==> src/rtl/pf_pkg.sv <==
package pf_pkg;
  localparam int LINE_CLKS   = 228;
  localparam int HBLANK_CLKS = 68;
  localparam int PIX_PER_BIT = 4;
  localparam int PF_BITS     = 40;
  localparam int HALF_BITS   = PF_BITS / 2;
  localparam int CNT_W       = $clog2(LINE_CLKS);
  localparam int BIT_W       = $clog2(PF_BITS);
  localparam int HIDX_W      = $clog2(HALF_BITS);

  typedef enum logic [1:0] {
    SEL_A    = 2'd0,
    SEL_B    = 2'd1,
    SEL_C    = 2'd2,
    SEL_NONE = 2'd3
  } pf_sel_e;
endpackage

==> src/rtl/pf_hcounter.sv <==
module pf_hcounter #(
  parameter int LINE_CLKS   = pf_pkg::LINE_CLKS,
  parameter int HBLANK_CLKS = pf_pkg::HBLANK_CLKS,
  parameter int PIX_PER_BIT = pf_pkg::PIX_PER_BIT,
  parameter int CNT_W       = $clog2(LINE_CLKS),
  parameter int BIT_W       = pf_pkg::BIT_W
) (
  input  logic             clk_i,
  input  logic             rst_ni,
  output logic [CNT_W-1:0] hcnt_o,
  output logic             visible_o,
  output logic [BIT_W-1:0] bit_idx_o
);
  logic [CNT_W-1:0] hcnt_q;
  logic [CNT_W-1:0] pix;

  always_ff @(posedge clk_i or negedge rst_ni) begin
    if (!rst_ni)                              hcnt_q <= '0;
    else if (hcnt_q == CNT_W'(LINE_CLKS - 1)) hcnt_q <= '0;
    else                                      hcnt_q <= hcnt_q + CNT_W'(1);
  end

  always_comb begin
    visible_o = (hcnt_q >= CNT_W'(HBLANK_CLKS));
    pix       = hcnt_q - CNT_W'(HBLANK_CLKS);
    // index forced to 0 in blank so downstream never selects out of range
    bit_idx_o = visible_o ? BIT_W'(pix / CNT_W'(PIX_PER_BIT)) : '0;
  end

  assign hcnt_o = hcnt_q;
endmodule

==> src/rtl/pf_regs.sv <==
module pf_regs #(
  parameter int HALF_BITS = pf_pkg::HALF_BITS
) (
  input  logic                 clk_i,
  input  logic                 rst_ni,
  input  logic                 wr_en_i,
  input  logic [1:0]           wr_sel_i,
  input  logic [7:0]           wr_data_i,
  output logic [HALF_BITS-1:0] seq_o
);
  import pf_pkg::*;

  localparam int A_BITS = 4;
  localparam int B_BITS = 8;
  localparam int C_BITS = 8;
  localparam int B_BASE = A_BITS;
  localparam int C_BASE = A_BITS + B_BITS;

  logic [A_BITS-1:0] reg_a_q;  // upper nibble only
  logic [B_BITS-1:0] reg_b_q;
  logic [C_BITS-1:0] reg_c_q;

  always_ff @(posedge clk_i or negedge rst_ni) begin
    if (!rst_ni) begin
      reg_a_q <= '0;
      reg_b_q <= '0;
      reg_c_q <= '0;
    end else if (wr_en_i) begin
      case (pf_sel_e'(wr_sel_i))
        SEL_A:   reg_a_q <= wr_data_i[7:4];
        SEL_B:   reg_b_q <= wr_data_i;
        SEL_C:   reg_c_q <= wr_data_i;
        default: ;
      endcase
    end
  end

  // A ascending, B descending, C ascending
  for (genvar g = 0; g < HALF_BITS; g++) begin : g_seq
    if (g < B_BASE) begin : g_a
      assign seq_o[g] = reg_a_q[g];
    end else if (g < C_BASE) begin : g_b
      assign seq_o[g] = reg_b_q[B_BITS-1-(g-B_BASE)];
    end else begin : g_c
      assign seq_o[g] = reg_c_q[g-C_BASE];
    end
  end
endmodule

==> src/rtl/pf_bit_mux.sv <==
module pf_bit_mux #(
  parameter int PF_BITS   = pf_pkg::PF_BITS,
  parameter int HALF_BITS = PF_BITS / 2,
  parameter int BIT_W     = $clog2(PF_BITS),
  parameter int HIDX_W    = $clog2(HALF_BITS)
) (
  input  logic [HALF_BITS-1:0] seq_i,
  input  logic [BIT_W-1:0]     bit_idx_i,
  input  logic                 visible_i,
  input  logic                 reflect_i,
  output logic                 pixel_o,
  output logic                 right_half_o
);
  logic             right;
  logic [BIT_W-1:0] k_w;
  logic [HIDX_W-1:0] k;

  always_comb begin
    right = (bit_idx_i >= BIT_W'(HALF_BITS));
    if (!right)         k_w = bit_idx_i;
    else if (reflect_i) k_w = BIT_W'(PF_BITS - 1) - bit_idx_i;
    else                k_w = bit_idx_i - BIT_W'(HALF_BITS);
    k            = HIDX_W'(k_w);
    pixel_o      = visible_i & seq_i[k];
    right_half_o = visible_i & right;
  end
endmodule

==> src/rtl/pf_serializer.sv <==
module pf_serializer #(
  parameter int LINE_CLKS   = pf_pkg::LINE_CLKS,
  parameter int HBLANK_CLKS = pf_pkg::HBLANK_CLKS,
  parameter int PIX_PER_BIT = pf_pkg::PIX_PER_BIT,
  parameter int PF_BITS     = pf_pkg::PF_BITS
) (
  input  logic       clk_i,
  input  logic       rst_ni,
  input  logic       wr_en_i,
  input  logic [1:0] wr_sel_i,
  input  logic [7:0] wr_data_i,
  input  logic       reflect_i,
  output logic       pf_pixel_o,
  output logic       visible_o,
  output logic       right_half_o
);
  localparam int CNT_W     = $clog2(LINE_CLKS);
  localparam int HALF_BITS = PF_BITS / 2;
  localparam int BIT_W     = $clog2(PF_BITS);
  localparam int HIDX_W    = $clog2(HALF_BITS);

  logic [CNT_W-1:0]     hcnt_q;
  logic [BIT_W-1:0]     bit_idx;
  logic [HALF_BITS-1:0] seq;
  logic                 vis;

  pf_hcounter #(
    .LINE_CLKS(LINE_CLKS), .HBLANK_CLKS(HBLANK_CLKS),
    .PIX_PER_BIT(PIX_PER_BIT), .CNT_W(CNT_W), .BIT_W(BIT_W)
  ) u_hcnt (
    .clk_i(clk_i), .rst_ni(rst_ni),
    .hcnt_o(hcnt_q), .visible_o(vis), .bit_idx_o(bit_idx)
  );

  pf_regs #(.HALF_BITS(HALF_BITS)) u_regs (
    .clk_i(clk_i), .rst_ni(rst_ni),
    .wr_en_i(wr_en_i), .wr_sel_i(wr_sel_i), .wr_data_i(wr_data_i),
    .seq_o(seq)
  );

  pf_bit_mux #(
    .PF_BITS(PF_BITS), .HALF_BITS(HALF_BITS), .BIT_W(BIT_W), .HIDX_W(HIDX_W)
  ) u_mux (
    .seq_i(seq), .bit_idx_i(bit_idx), .visible_i(vis), .reflect_i(reflect_i),
    .pixel_o(pf_pixel_o), .right_half_o(right_half_o)
  );

  assign visible_o = vis;
endmodule

==> config.mk <==
export PLATFORM = sky130hd
export DESIGN_NAME = pf_serializer
export DESIGN_NICKNAME = d
export VERILOG_FILES = /design/src/rtl/pf_pkg.sv /design/src/rtl/pf_hcounter.sv /design/src/rtl/pf_regs.sv /design/src/rtl/pf_bit_mux.sv /design/src/rtl/pf_serializer.sv
export SDC_FILE = /design/constraint.sdc
export NUM_CORES = 1
export LEC_CHECK = 0
export BUFFER_PORTS_ARGS = -buffer_cell sky130_fd_sc_hd__buf_4
export CAP_MARGIN = 40
export CELL_PAD_IN_SITES_DETAIL_PLACEMENT = 0
export CELL_PAD_IN_SITES_GLOBAL_PLACEMENT = 1
export CORE_MARGIN = 2
export CORE_UTILIZATION = 30
export DETAILED_ROUTE_END_ITERATION = 7
export GPL_TIMING_DRIVEN = 0
export PLACE_DENSITY_LB_ADDON = 0.1
export SYNTH_ARGS = -nofsm -noshare
export SYNTH_HDL_FRONTEND = slang
export SYNTH_HIERARCHICAL = 1
export SYNTH_SLANG_ARGS = --single-unit
==> constraint.sdc <==
create_clock -name clk_i -period 7.7 [get_ports clk_i]
set_input_delay 0.77 -clock clk_i [delete_from_list [all_inputs] [get_ports clk_i]]
set_output_delay 0.77 -clock clk_i [all_outputs]
set_load 0.01 [all_outputs]
==> flow_metrics.tcl, run 1 <==
set metrics [dict create \
    drc_errors 0 \
    max_cap_violations 0 \
    synth-seq-cells 28 \
    worstMarginPinSlew_ns 0.521 \
    period_needed_ns 4.73 \
    synth_area_per_cell_um2 9.93 \
    grt_antenna_before_repair 0 \
    worst_setup_end_kind "output port" \
    cts_hold_repair.buffers 0 \
    synth_enable_flop_cells 0 \
    wl_final_mm 5.30 \
    pre_cts_slack_ns 3.33 \
    number_of_buffers_inserted_by_port_buffering 16 \
    routed-via-count 1803 \
    clock_sink_count 28 \
    setup_repair_after_global_routing_missed_its_margin "false" \
    ys_async_sr_fraction_pct 100 \
    mostFrequentLayoutCells "28 x sky130_fd_sc_hd__dfrtp_1, 20 x sky130_fd_sc_hd__mux2_2, 17 x sky130_fd_sc_hd__buf_4" \
    rr_startpoint "u_hcnt/hcnt_o[3]" \
    place_inst 338 \
    ctsLongestPathBuffers 2 \
    final_area_mm2 0.00253 \
    setup_viol 0 \
    busiest_layer "met1" \
    grt_start_max_net_pins 29 \
    detail_route.first_pass.iterations 4 \
    clk-insertion-delay-late_ns 0.27 \
    synthesis.instances 223 \
    worstRegToRegCells 5 \
    grt.met2_usage_pct 19.1 \
    grt_first_pass_wirelength_mm 9.07 \
    met1_usage_pct 21.7 \
    r2r_setup_slack_ns 6.14 \
    design.final.nets 266 \
    n_fill_cell 792 \
    timing.final.ws_setup_ns 2.97 \
    antenna_cells_inserted 0 \
    synth_cell_type_count 64 \
    path_class "reg2out" \
    vdd.ir_drop.worst_mv 0.114 \
    syn_area_mm2 0.00221 \
    layout.cells.most_common "sky130_fd_sc_hd__dfrtp_1" \
    worst_clock_skew_ns 0.000772 \
    synthesis.nets 245 \
    cts-buffers-inserted 3 \
    crit_required_ns 6.93 \
    design.die.area_mm2 0.00808 \
    rr_endpoint "u_hcnt/hcnt_o[4]" \
    floorplan_core_area_mm2 0.00721 \
    layout-drive-gt1-share_pct 28.0 \
    vias_per_cell 5.27 \
    worst-endpoint-arrival_ns 3.96 \
    grt_usage_pct 13.7 \
    timing_hold_violations_final 0 \
    root_buffer "sky130_fd_sc_hd__clkbuf_8" \
    grt_pass1_vias 1771 \
    totalNegativeSetupSlack_ns 0 \
    dpl.hpwl_mm 4.05 \
    synth-main-ff-cell "sky130_fd_sc_hd__dfrtp_1" \
    final_min_period_over_clock_period_pct 61.4 \
    max-slew-margin-rel_pct 65.1 \
    die_height_um 89.9 \
    area_delta_synth_final_pct 14.2 \
    p_leak_nw 1.05 \
    timing_max_transition_violations_final 0 \
    final-instance-count-excl-fill 342 \
    outcome "complete, no violations" \
    post_cts_resized 0 \
    cts_tree "yes" \
    synth.yosys.seq_area_share_pct 31.7 \
    grt.overflow.total 0 \
    htree_levels 1 \
    initial_core_util_pct 30.7 \
    detail_route.iter0.violations 105 \
    cts_setup_buffers 0 \
    antenna_violating_nets_post_route 0 \
    synth.yosys.warnings 6 \
    power-per-cell-area_mw_per_mm2 142 \
    setup.worst_path.start_class "flip-flop" \
    path_clk_slew_ns 0.09 \
    row_count 31 \
    placement.cell_area_mm2 0.00246 \
    gr-usage-met3_pct 1.34 \
    top_level_ports 17 \
    die_w_um 89.9 \
    max_freq_mhz 212 \
    hp-class "in2async" \
    worstPathMaxFanout 8 \
    routed_wire_length_per_instance_um 15.5 \
    gp_congestion 0.788 \
]
## layout make-up
cell class	instances	area [um^2]	share of cell area (%)
multi-input cells	172	1400	55.5
clock buffers	3	41.3	1.63
inverters	13	48.8	1.93
clock inverters	1	30.0	1.19
repair buffers	16	120	4.75
well taps	99	124	4.90
plain buffers	10	60.1	2.38
flip-flops and latches	28	701	27.7
## worst max-delay path, cell delays in order, from the launching register on
cell	delay [ns]
sky130_fd_sc_hd__dfrtp_1	0.46
sky130_fd_sc_hd__inv_1	0.14
sky130_fd_sc_hd__ha_1	0.21
sky130_fd_sc_hd__and2_1	0.18
sky130_fd_sc_hd__o311a_1	0.29
sky130_fd_sc_hd__o22a_1	0.22
sky130_fd_sc_hd__inv_1	0.18
sky130_fd_sc_hd__ha_1	0.34
sky130_fd_sc_hd__nor2b_4	0.11
sky130_fd_sc_hd__o31ai_4	0.50
sky130_fd_sc_hd__mux4_1	0.38
sky130_fd_sc_hd__nor3_1	0.22
sky130_fd_sc_hd__nor4_2	0.06
sky130_fd_sc_hd__a22o_1	0.24
sky130_fd_sc_hd__buf_4	0.14
## cell families (layout without fill, tap and decap cells)
logic type / Yosys count / in the layout / synth area share [%]
flip-flops: 28 / 28 / 31.7
XOR/XNOR: 4 / 4 / 1.58
AO/OA/AOI/OAI: 64 / 64 / 23.0
buffers and inverters: 23 / 43 / 4.92
AND/OR/NAND/NOR: 68 / 68 / 18.7
multiplexers: 28 / 28 / 15.7
adder cells (fa/ha/maj): 8 / 8 / 4.52
## report_power, final
group	leakage [nW]	internal, mW	total [mW]	switching, mW
clock network	0.0357	0.0696	0.115	0.0456
logic	0.681	0.0349	0.0561	0.0212
registers	0.334	0.167	0.187	0.0199
## Yosys cell counts (all sizes together) (3+ instances only)
cell type | n | area share, %
a21oi | 10 | 2.4
buf | 5 | 1.8
clkbuf | 5 | 0.90
dfrtp | 28 | 32
ha | 8 | 4.5
inv | 12 | 2.0
mux2 | 20 | 10
mux2i | 5 | 2.3
mux4 | 3 | 3.2
nand2 | 15 | 2.5
nand3 | 6 | 1.4
nand4 | 4 | 1.1
nor2 | 15 | 2.5
nor2b | 4 | 1.5
nor3 | 4 | 1.4
o211a | 4 | 1.8
o21a | 3 | 1.0
o21ai | 14 | 3.3
o22a | 3 | 1.2
o31ai | 6 | 3.3
xnor2 | 4 | 1.6
## worst max path at each step
stage                           startpoint         end  cells after the start
after floorplan           u_hcnt/hcnt_o[3]  pf_pixel_o                     13
after global placement    u_hcnt/hcnt_o[3]  pf_pixel_o                     14
after detailed placement  u_hcnt/hcnt_o[3]  pf_pixel_o                     14
after CTS                 u_hcnt/hcnt_o[3]  pf_pixel_o                     14
after global routing      u_hcnt/hcnt_o[3]  pf_pixel_o                     14
final                     u_hcnt/hcnt_o[3]  pf_pixel_o                     14
## per-stage QoR
step	util, %	power [mW]	hold WS [ns]
5_1_grt	35.1	0.380	0.408
6_report	35.1	0.358	0.390
3_5_place_dp	34.1	0.247	0.491
4_1_cts	35.1	0.362	0.407
3_3_place_gp	34.1	0.246	0.489
2_1_floorplan	-	0.222	0.455
## sequential cells by signal, indices dropped and copies added, names as in the netlist
| signal | count |
|---|---|
| u_regs/reg_b_q | 8 |
| u_regs/reg_c_q | 8 |
| u_regs/reg_a_q | 4 |
| u_hcnt/hcnt_o | 8 |
## layer usage
metal | share of wire (%) | wire length [um] | vias to the layer above
li1 | - | - | 890
met1 | 54 | 2870 | 856
met2 | 39 | 2090 | 46
met3 | 4.3 | 230 | 11
met4 | 2.1 | 113 | 0
met5 | 0 | 0 | -
Power figures use the tool's default switching activity.
==> run 2, diff against run 1 <==
==> constraint.sdc (replaced) <==
create_clock -name clk_i -period 3.9 [get_ports clk_i]
set_input_delay 0.39 -clock clk_i [delete_from_list [all_inputs] [get_ports clk_i]]
set_output_delay 0.39 -clock clk_i [all_outputs]
set_load 0.01 [all_outputs]
==> run 2 against run 1 <==
Against the previous run:
- power is 98% higher
- register-to-register slack lost 3.8 ns
- clock skew is essentially flat
- hold slack got worse by 0.38 ns
- count of clock-buffer cells in the layout unchanged
==> flow_metrics.tcl, run 2 (synthesized netlist as in run 1, its figures left out) <==
set metrics [dict create \
    max_cap_violations 0 \
    design.final.nets 277 \
    clk-insertion-delay-late_ns 0.27 \
    totalPowerFinal_uw 708 \
    final-instance-count-excl-fill 353 \
    die_w_um 89.9 \
    grt_usage_pct 14.0 \
    worstMarginPinSlew_ns 0.535 \
    hold-worst-slack_ns 0.0142 \
    mostFrequentLayoutCells "28 x sky130_fd_sc_hd__buf_4, 24 x sky130_fd_sc_hd__dfrtp_1, 20 x sky130_fd_sc_hd__mux2_2" \
    htree_levels 1 \
    dr_wl_met2_mm 2.27 \
    setup_repair_after_global_routing_missed_its_margin "true" \
    timing.final.ws_setup_ns 0.0563 \
    number_of_buffers_inserted_by_port_buffering 16 \
    layout-drive-gt1-share_pct 37.4 \
    grt_first_pass_wirelength_mm 9.28 \
    power-per-cell-area_mw_per_mm2 263 \
    route.top_layer_used "met4" \
    worst_clock_skew_ns 0.000290 \
    max-slew-margin-rel_pct 64.2 \
    dpl.hpwl_mm 4.05 \
    timing_max_transition_violations_final 0 \
    routed_met3_length_um 212 \
    place_inst 338 \
    drc_errors 0 \
    setup.worst_path.start_class "flip-flop" \
    setup_viol 0 \
    ctsLongestPathBuffers 2 \
    worst-endpoint-arrival_ns 3.45 \
    area_delta_synth_final_pct 21.7 \
    finish.utilization_pct 37.3 \
    top_level_ports 17 \
    worst_setup_end_kind "output port" \
    final_area_mm2 0.00269 \
    vdd.ir_drop.worst_mv 0.223 \
    worstPathMaxFanout 5 \
    detail_route.first_pass.iterations 4 \
    cts_hold_repair.buffers 0 \
    outcome "complete, no violations" \
    max_freq_mhz 260 \
    m1WireLength_mm 2.92 \
    root_buffer "sky130_fd_sc_hd__clkbuf_8" \
    initial_core_util_pct 30.7 \
    detail_route.iter0.violations 81 \
    timing_hold_violations_final 0 \
    grt_pass1_vias 1824 \
    gp_congestion 0.788 \
    p_leak_nw 1.12 \
    antenna_cells_inserted 0 \
    layout.cells.most_common "sky130_fd_sc_hd__buf_4" \
    grt.overflow.total 0 \
    hp-class "in2async" \
    crit_required_ns 3.51 \
    path_class "reg2out" \
    cts-buffers-inserted 3 \
    placement.cell_area_mm2 0.00246 \
    pre_cts_slack_ns -0.0925 \
    clock_sink_count 28 \
    grt_antenna_before_repair 0 \
    floorplan_core_area_mm2 0.00721 \
    period_needed_ns 3.84 \
    vias_per_cell 5.36 \
    row_count 31 \
    wl_final_mm 5.52 \
    final_min_period_over_clock_period_pct 98.6 \
    grt_start_max_net_pins 29 \
    path_clk_slew_ns 0.09 \
    n_fill_cell 775 \
    routed_wire_length_per_instance_um 15.6 \
    routed-via-count 1892 \
    cts_tree "yes" \
    totalNegativeSetupSlack_ns 0 \
    antenna_violating_nets_post_route 0 \
    design.die.area_mm2 0.00808 \
    die_height_um 89.9 \
]
## run 2: report_power, final
part           internal (mW)  switching, mW  total, mW
clock                  0.137         0.0887      0.226
sequential             0.330         0.0394      0.369
combinational         0.0687         0.0441      0.113
total                  0.536          0.172      0.708
## run 2: final cells by class
| cell class | instances | area (um^2) | share of cell area [%] |
|---|---|---|---|
| inverters | 13 | 48.8 | 1.81 |
| repair buffers | 28 | 214 | 7.94 |
| clock inverters | 1 | 30.0 | 1.11 |
| multi-input cells | 172 | 1480 | 54.8 |
| clock buffers | 3 | 41.3 | 1.53 |
| plain buffers | 9 | 55.1 | 2.04 |
| flip-flops and latches | 28 | 706 | 26.2 |
| well taps | 99 | 124 | 4.60 |
## run 2: critical path, stage by stage (launching register included)
cell and delay [ns]:
sky130_fd_sc_hd__dfrtp_2 0.42, sky130_fd_sc_hd__buf_4 0.14, sky130_fd_sc_hd__or4_4 0.49, sky130_fd_sc_hd__a21oi_2 0.11, sky130_fd_sc_hd__o22a_1 0.19, sky130_fd_sc_hd__inv_2 0.07
sky130_fd_sc_hd__ha_1 0.19, sky130_fd_sc_hd__and4bb_4 0.24, sky130_fd_sc_hd__o32a_1 0.29, sky130_fd_sc_hd__o211a_1 0.23, sky130_fd_sc_hd__o221a_2 0.25, sky130_fd_sc_hd__a22o_1 0.22
sky130_fd_sc_hd__a22o_1 0.18, sky130_fd_sc_hd__buf_4 0.14
## run 2: per-layer routing
layer / GRT usage, % / vias to the layer above
met2: 19.8 / 46
met5: 0 / -
met3: 1.01 / 11
met1: 22.1 / 926
li1: - / 909
met4: 5.38 / 0
## run 2: path summary, 6_finish.rpt
path	startpoint	to	slack, ns	cells after the start
worst min-delay path	rst_ni	u_hcnt/hcnt_o[5]	0.01	1
worst max-delay path	u_hcnt/hcnt_o[3]	pf_pixel_o	0.06	13
worst min register to register	u_regs/reg_b_q[4]	u_regs/reg_b_q[4]	0.54	1
max in group asynchronous	rst_ni	u_hcnt/hcnt_o[3]	3.61	1
min in group clk_i	wr_data_i[0]	u_regs/reg_b_q[0]	0.35	2
worst max register to register	u_hcnt/hcnt_o[0]	u_hcnt/hcnt_o[2]	2.37	5
## run 2: repair_timing
action | CTS | global route
hold endpoints to repair | 0 | 0
endpoints found under the setup margin | 1 | 1
pin swaps | 6 | 7
gates resized for setup | 15 | 11
setup buffers | 6 | 6
cloned | 0 | 0
==> run 3, diff against run 2 <==
--- a/config.mk
+++ b/config.mk
@@ -7,13 +7,12 @@
 export LEC_CHECK = 0
 export BUFFER_PORTS_ARGS = -buffer_cell sky130_fd_sc_hd__buf_4
 export CAP_MARGIN = 40
-export CELL_PAD_IN_SITES_DETAIL_PLACEMENT = 0
-export CELL_PAD_IN_SITES_GLOBAL_PLACEMENT = 1
 export CORE_MARGIN = 2
 export CORE_UTILIZATION = 30
+export CTS_CLUSTER_SIZE = 20
 export DETAILED_ROUTE_END_ITERATION = 7
 export GPL_TIMING_DRIVEN = 0
-export PLACE_DENSITY_LB_ADDON = 0.1
+export RECOVER_POWER = 25
 export SYNTH_ARGS = -nofsm -noshare
 export SYNTH_HDL_FRONTEND = slang
 export SYNTH_HIERARCHICAL = 1
==> run 3 against run 2 <==
Against the previous run:
- the run now ends with setup timing left
- count of clock-buffer cells in the layout unchanged
- combinational power about the same
- sequential share of layout area decreased by 0.34 points
- die area unchanged
- power about the same
- utilization increased by 0.49 points
- first-iteration DRC count increased by 36%
- critical path type unchanged
- critical endpoint unchanged
==> flow_metrics.tcl, run 3 (synthesized netlist as in run 1, its figures left out) <==
set metrics [dict create \
    outcome "complete, but fails checks" \
    violated_checks "setup timing" \
    wl_final_mm 5.30 \
    min_path_cells 2 \
    worstPathMaxFanout 5 \
    antenna_violating_nets_post_route 0 \
    max_freq_mhz 254 \
    die_w_um 89.9 \
    antenna_cells_inserted 0 \
    design.die.area_mm2 0.00808 \
    worstMarginPinSlew_ns 1.48 \
    die_height_um 89.9 \
    place_inst 338 \
    worstRegToRegCells 5 \
    layout-drive-gt1-share_pct 38.8 \
    crit_required_ns 3.51 \
    power-per-cell-area_mw_per_mm2 259 \
    worst_setup_end_kind "output port" \
    final-instance-count-excl-fill 359 \
    mostFrequentLayoutCells "33 x sky130_fd_sc_hd__buf_4, 24 x sky130_fd_sc_hd__dfrtp_1, 20 x sky130_fd_sc_hd__mux2_2" \
    setup.worst_path.start_class "flip-flop" \
    timing_hold_violations_final 0 \
    pre_cts_slack_ns -0.0920 \
    max_cap_violations 0 \
    final_area_mm2 0.00273 \
    detail_route.iter0.violations 110 \
    drc_errors 0 \
    worstPathCellList "buf_4 -> or4_4 -> a21oi_2 -> o22a_1 -> inv_2 -> ha_2 -> and4bb_4 -> o31ai_4 -> buf_6 -> buf_4 -> mux2i_2 -> nand3_1 -> a31oi_1 -> a22o_1 -> buf_4" \
    final_min_period_over_clock_period_pct 101 \
    initial_core_util_pct 30.7 \
    max_stage_delay_ns 0.44 \
    setup_repair_after_global_routing_missed_its_margin "true" \
    hp-class "in2reg" \
    grt_usage_pct 13.3 \
    design.final.nets 283 \
    floorplan_core_area_mm2 0.00721 \
    grt_pass1_vias 1855 \
    max-slew-margin-rel_pct 1.36 \
    routed-via-count 1903 \
    clk-insertion-delay-late_ns 0.27 \
    row_count 31 \
    grt_antenna_before_repair 0 \
    cts_tree "yes" \
    grt_start_max_net_pins 29 \
    hold-worst-slack_ns 0.353 \
    ctsLongestPathBuffers 2 \
    worst-endpoint-arrival_ns 3.54 \
    number_of_buffers_inserted_by_port_buffering 16 \
    crit_slowest_cell "sky130_fd_sc_hd__dfrtp_2" \
    totalPowerFinal_uw 708 \
    dpl.hpwl_mm 3.79 \
    period_needed_ns 3.93 \
    worst_clock_skew_ns 0.000673 \
    layout.cells.most_common "sky130_fd_sc_hd__buf_4" \
    gp_congestion 0.864 \
    vdd.ir_drop.worst_mv 0.161 \
    placement.cell_area_mm2 0.00246 \
    grt.overflow.total 0 \
    cts_hold_repair.buffers 0 \
    path_class "reg2out" \
    critPathMostFrequentCell "sky130_fd_sc_hd__buf_4" \
    routed_wire_length_per_instance_um 14.8 \
    timing.final.ws_setup_ns -0.0317 \
    totalNegativeSetupSlack_ns -0.0317 \
    clock_sink_count 28 \
    vias_per_cell 5.30 \
    finish.utilization_pct 37.8 \
    top_level_ports 17 \
    detail_route.first_pass.iterations 4 \
    grt_first_pass_wirelength_mm 9.08 \
    area_delta_synth_final_pct 23.3 \
    htree_levels 1 \
    cts-buffers-inserted 3 \
    setup_viol 1 \
    path_clk_slew_ns 0.10 \
    root_buffer "sky130_fd_sc_hd__clkbuf_8" \
    timing_max_transition_violations_final 0 \
    p_leak_nw 1.13 \
]
## run 3: cell count changes in the layout (fill, tap and decap cells not counted)
cell                       delta
sky130_fd_sc_hd__buf_4        +5
sky130_fd_sc_hd__clkbuf_1     +1
sky130_fd_sc_hd__ha_1         -1
sky130_fd_sc_hd__ha_2         +1
sky130_fd_sc_hd__mux2i_1      -2
sky130_fd_sc_hd__mux2i_2      +2
sky130_fd_sc_hd__nand2_1      +1
sky130_fd_sc_hd__nand2_2      -1
sky130_fd_sc_hd__nor3_1       +1
sky130_fd_sc_hd__nor3_2       -1
sky130_fd_sc_hd__nor4_2       +1
sky130_fd_sc_hd__nor4_4       -1
sky130_fd_sc_hd__o21ai_0      +1
sky130_fd_sc_hd__o21ai_1      -1
## run 3: layout make-up
class / count / area (um^2)
inverter: 13 / 48.8
multi-input combinational: 172 / 1470
clock inverter: 1 / 30.0
fill: 756 / 4490
buffer: 9 / 55.1
tap: 99 / 124
clock buffer: 3 / 41.3
timing repair buffer: 34 / 255
sequential: 28 / 706
## run 3: path summary, 6_finish.rpt
| check | from | endpoint | slack [ns] |
|---|---|---|---|
| worst max-delay path | u_hcnt/hcnt_o[2] | pf_pixel_o | -0.03 |
| worst min-delay path | wr_data_i[2] | u_regs/reg_c_q[2] | 0.35 |
| worst max register to register | u_hcnt/hcnt_o[0] | u_hcnt/hcnt_o[4] | 2.42 |
| worst min register to register | u_hcnt/hcnt_o[0] | u_hcnt/hcnt_o[0] | 0.46 |
| max in group asynchronous | rst_ni | u_hcnt/hcnt_o[2] | 2.49 |
| min in group asynchronous | rst_ni | u_hcnt/hcnt_o[0] | 0.45 |
## run 3: worst max-delay path: cells and delay by family, from the launching register on
| kind | cells | cell delay [ns] |
|---|---|---|
| mux | 1 | 0.19 |
| flops | 1 | 0.44 |
| fa+ha+maj | 1 | 0.18 |
| buf+inv | 5 | 0.62 |
| compound gates | 5 | 1.04 |
| simple gates | 3 | 0.77 |
## run 3: routing by layer
layer / share of wire, % / track usage (%)
met2: 47 / 20.6
met3: 2.9 / 1.17
met4: 0.89 / 4.49
met5: 0 / 0
met1: 49 / 19.7
## run 3: report_power, final
part	internal, mW	switching, mW	total (mW)
sequential	0.330	0.0363	0.366
clock	0.137	0.0893	0.227
combinational	0.0702	0.0455	0.116
total	0.537	0.171	0.708
## run 3: timing repair
item | CTS | global route
setup buffers | 8 | 10
gates resized for setup | 15 | 10
pin swaps | 6 | 8
hold endpoints to repair | 0 | 0
setup endpoints to repair | 1 | 1
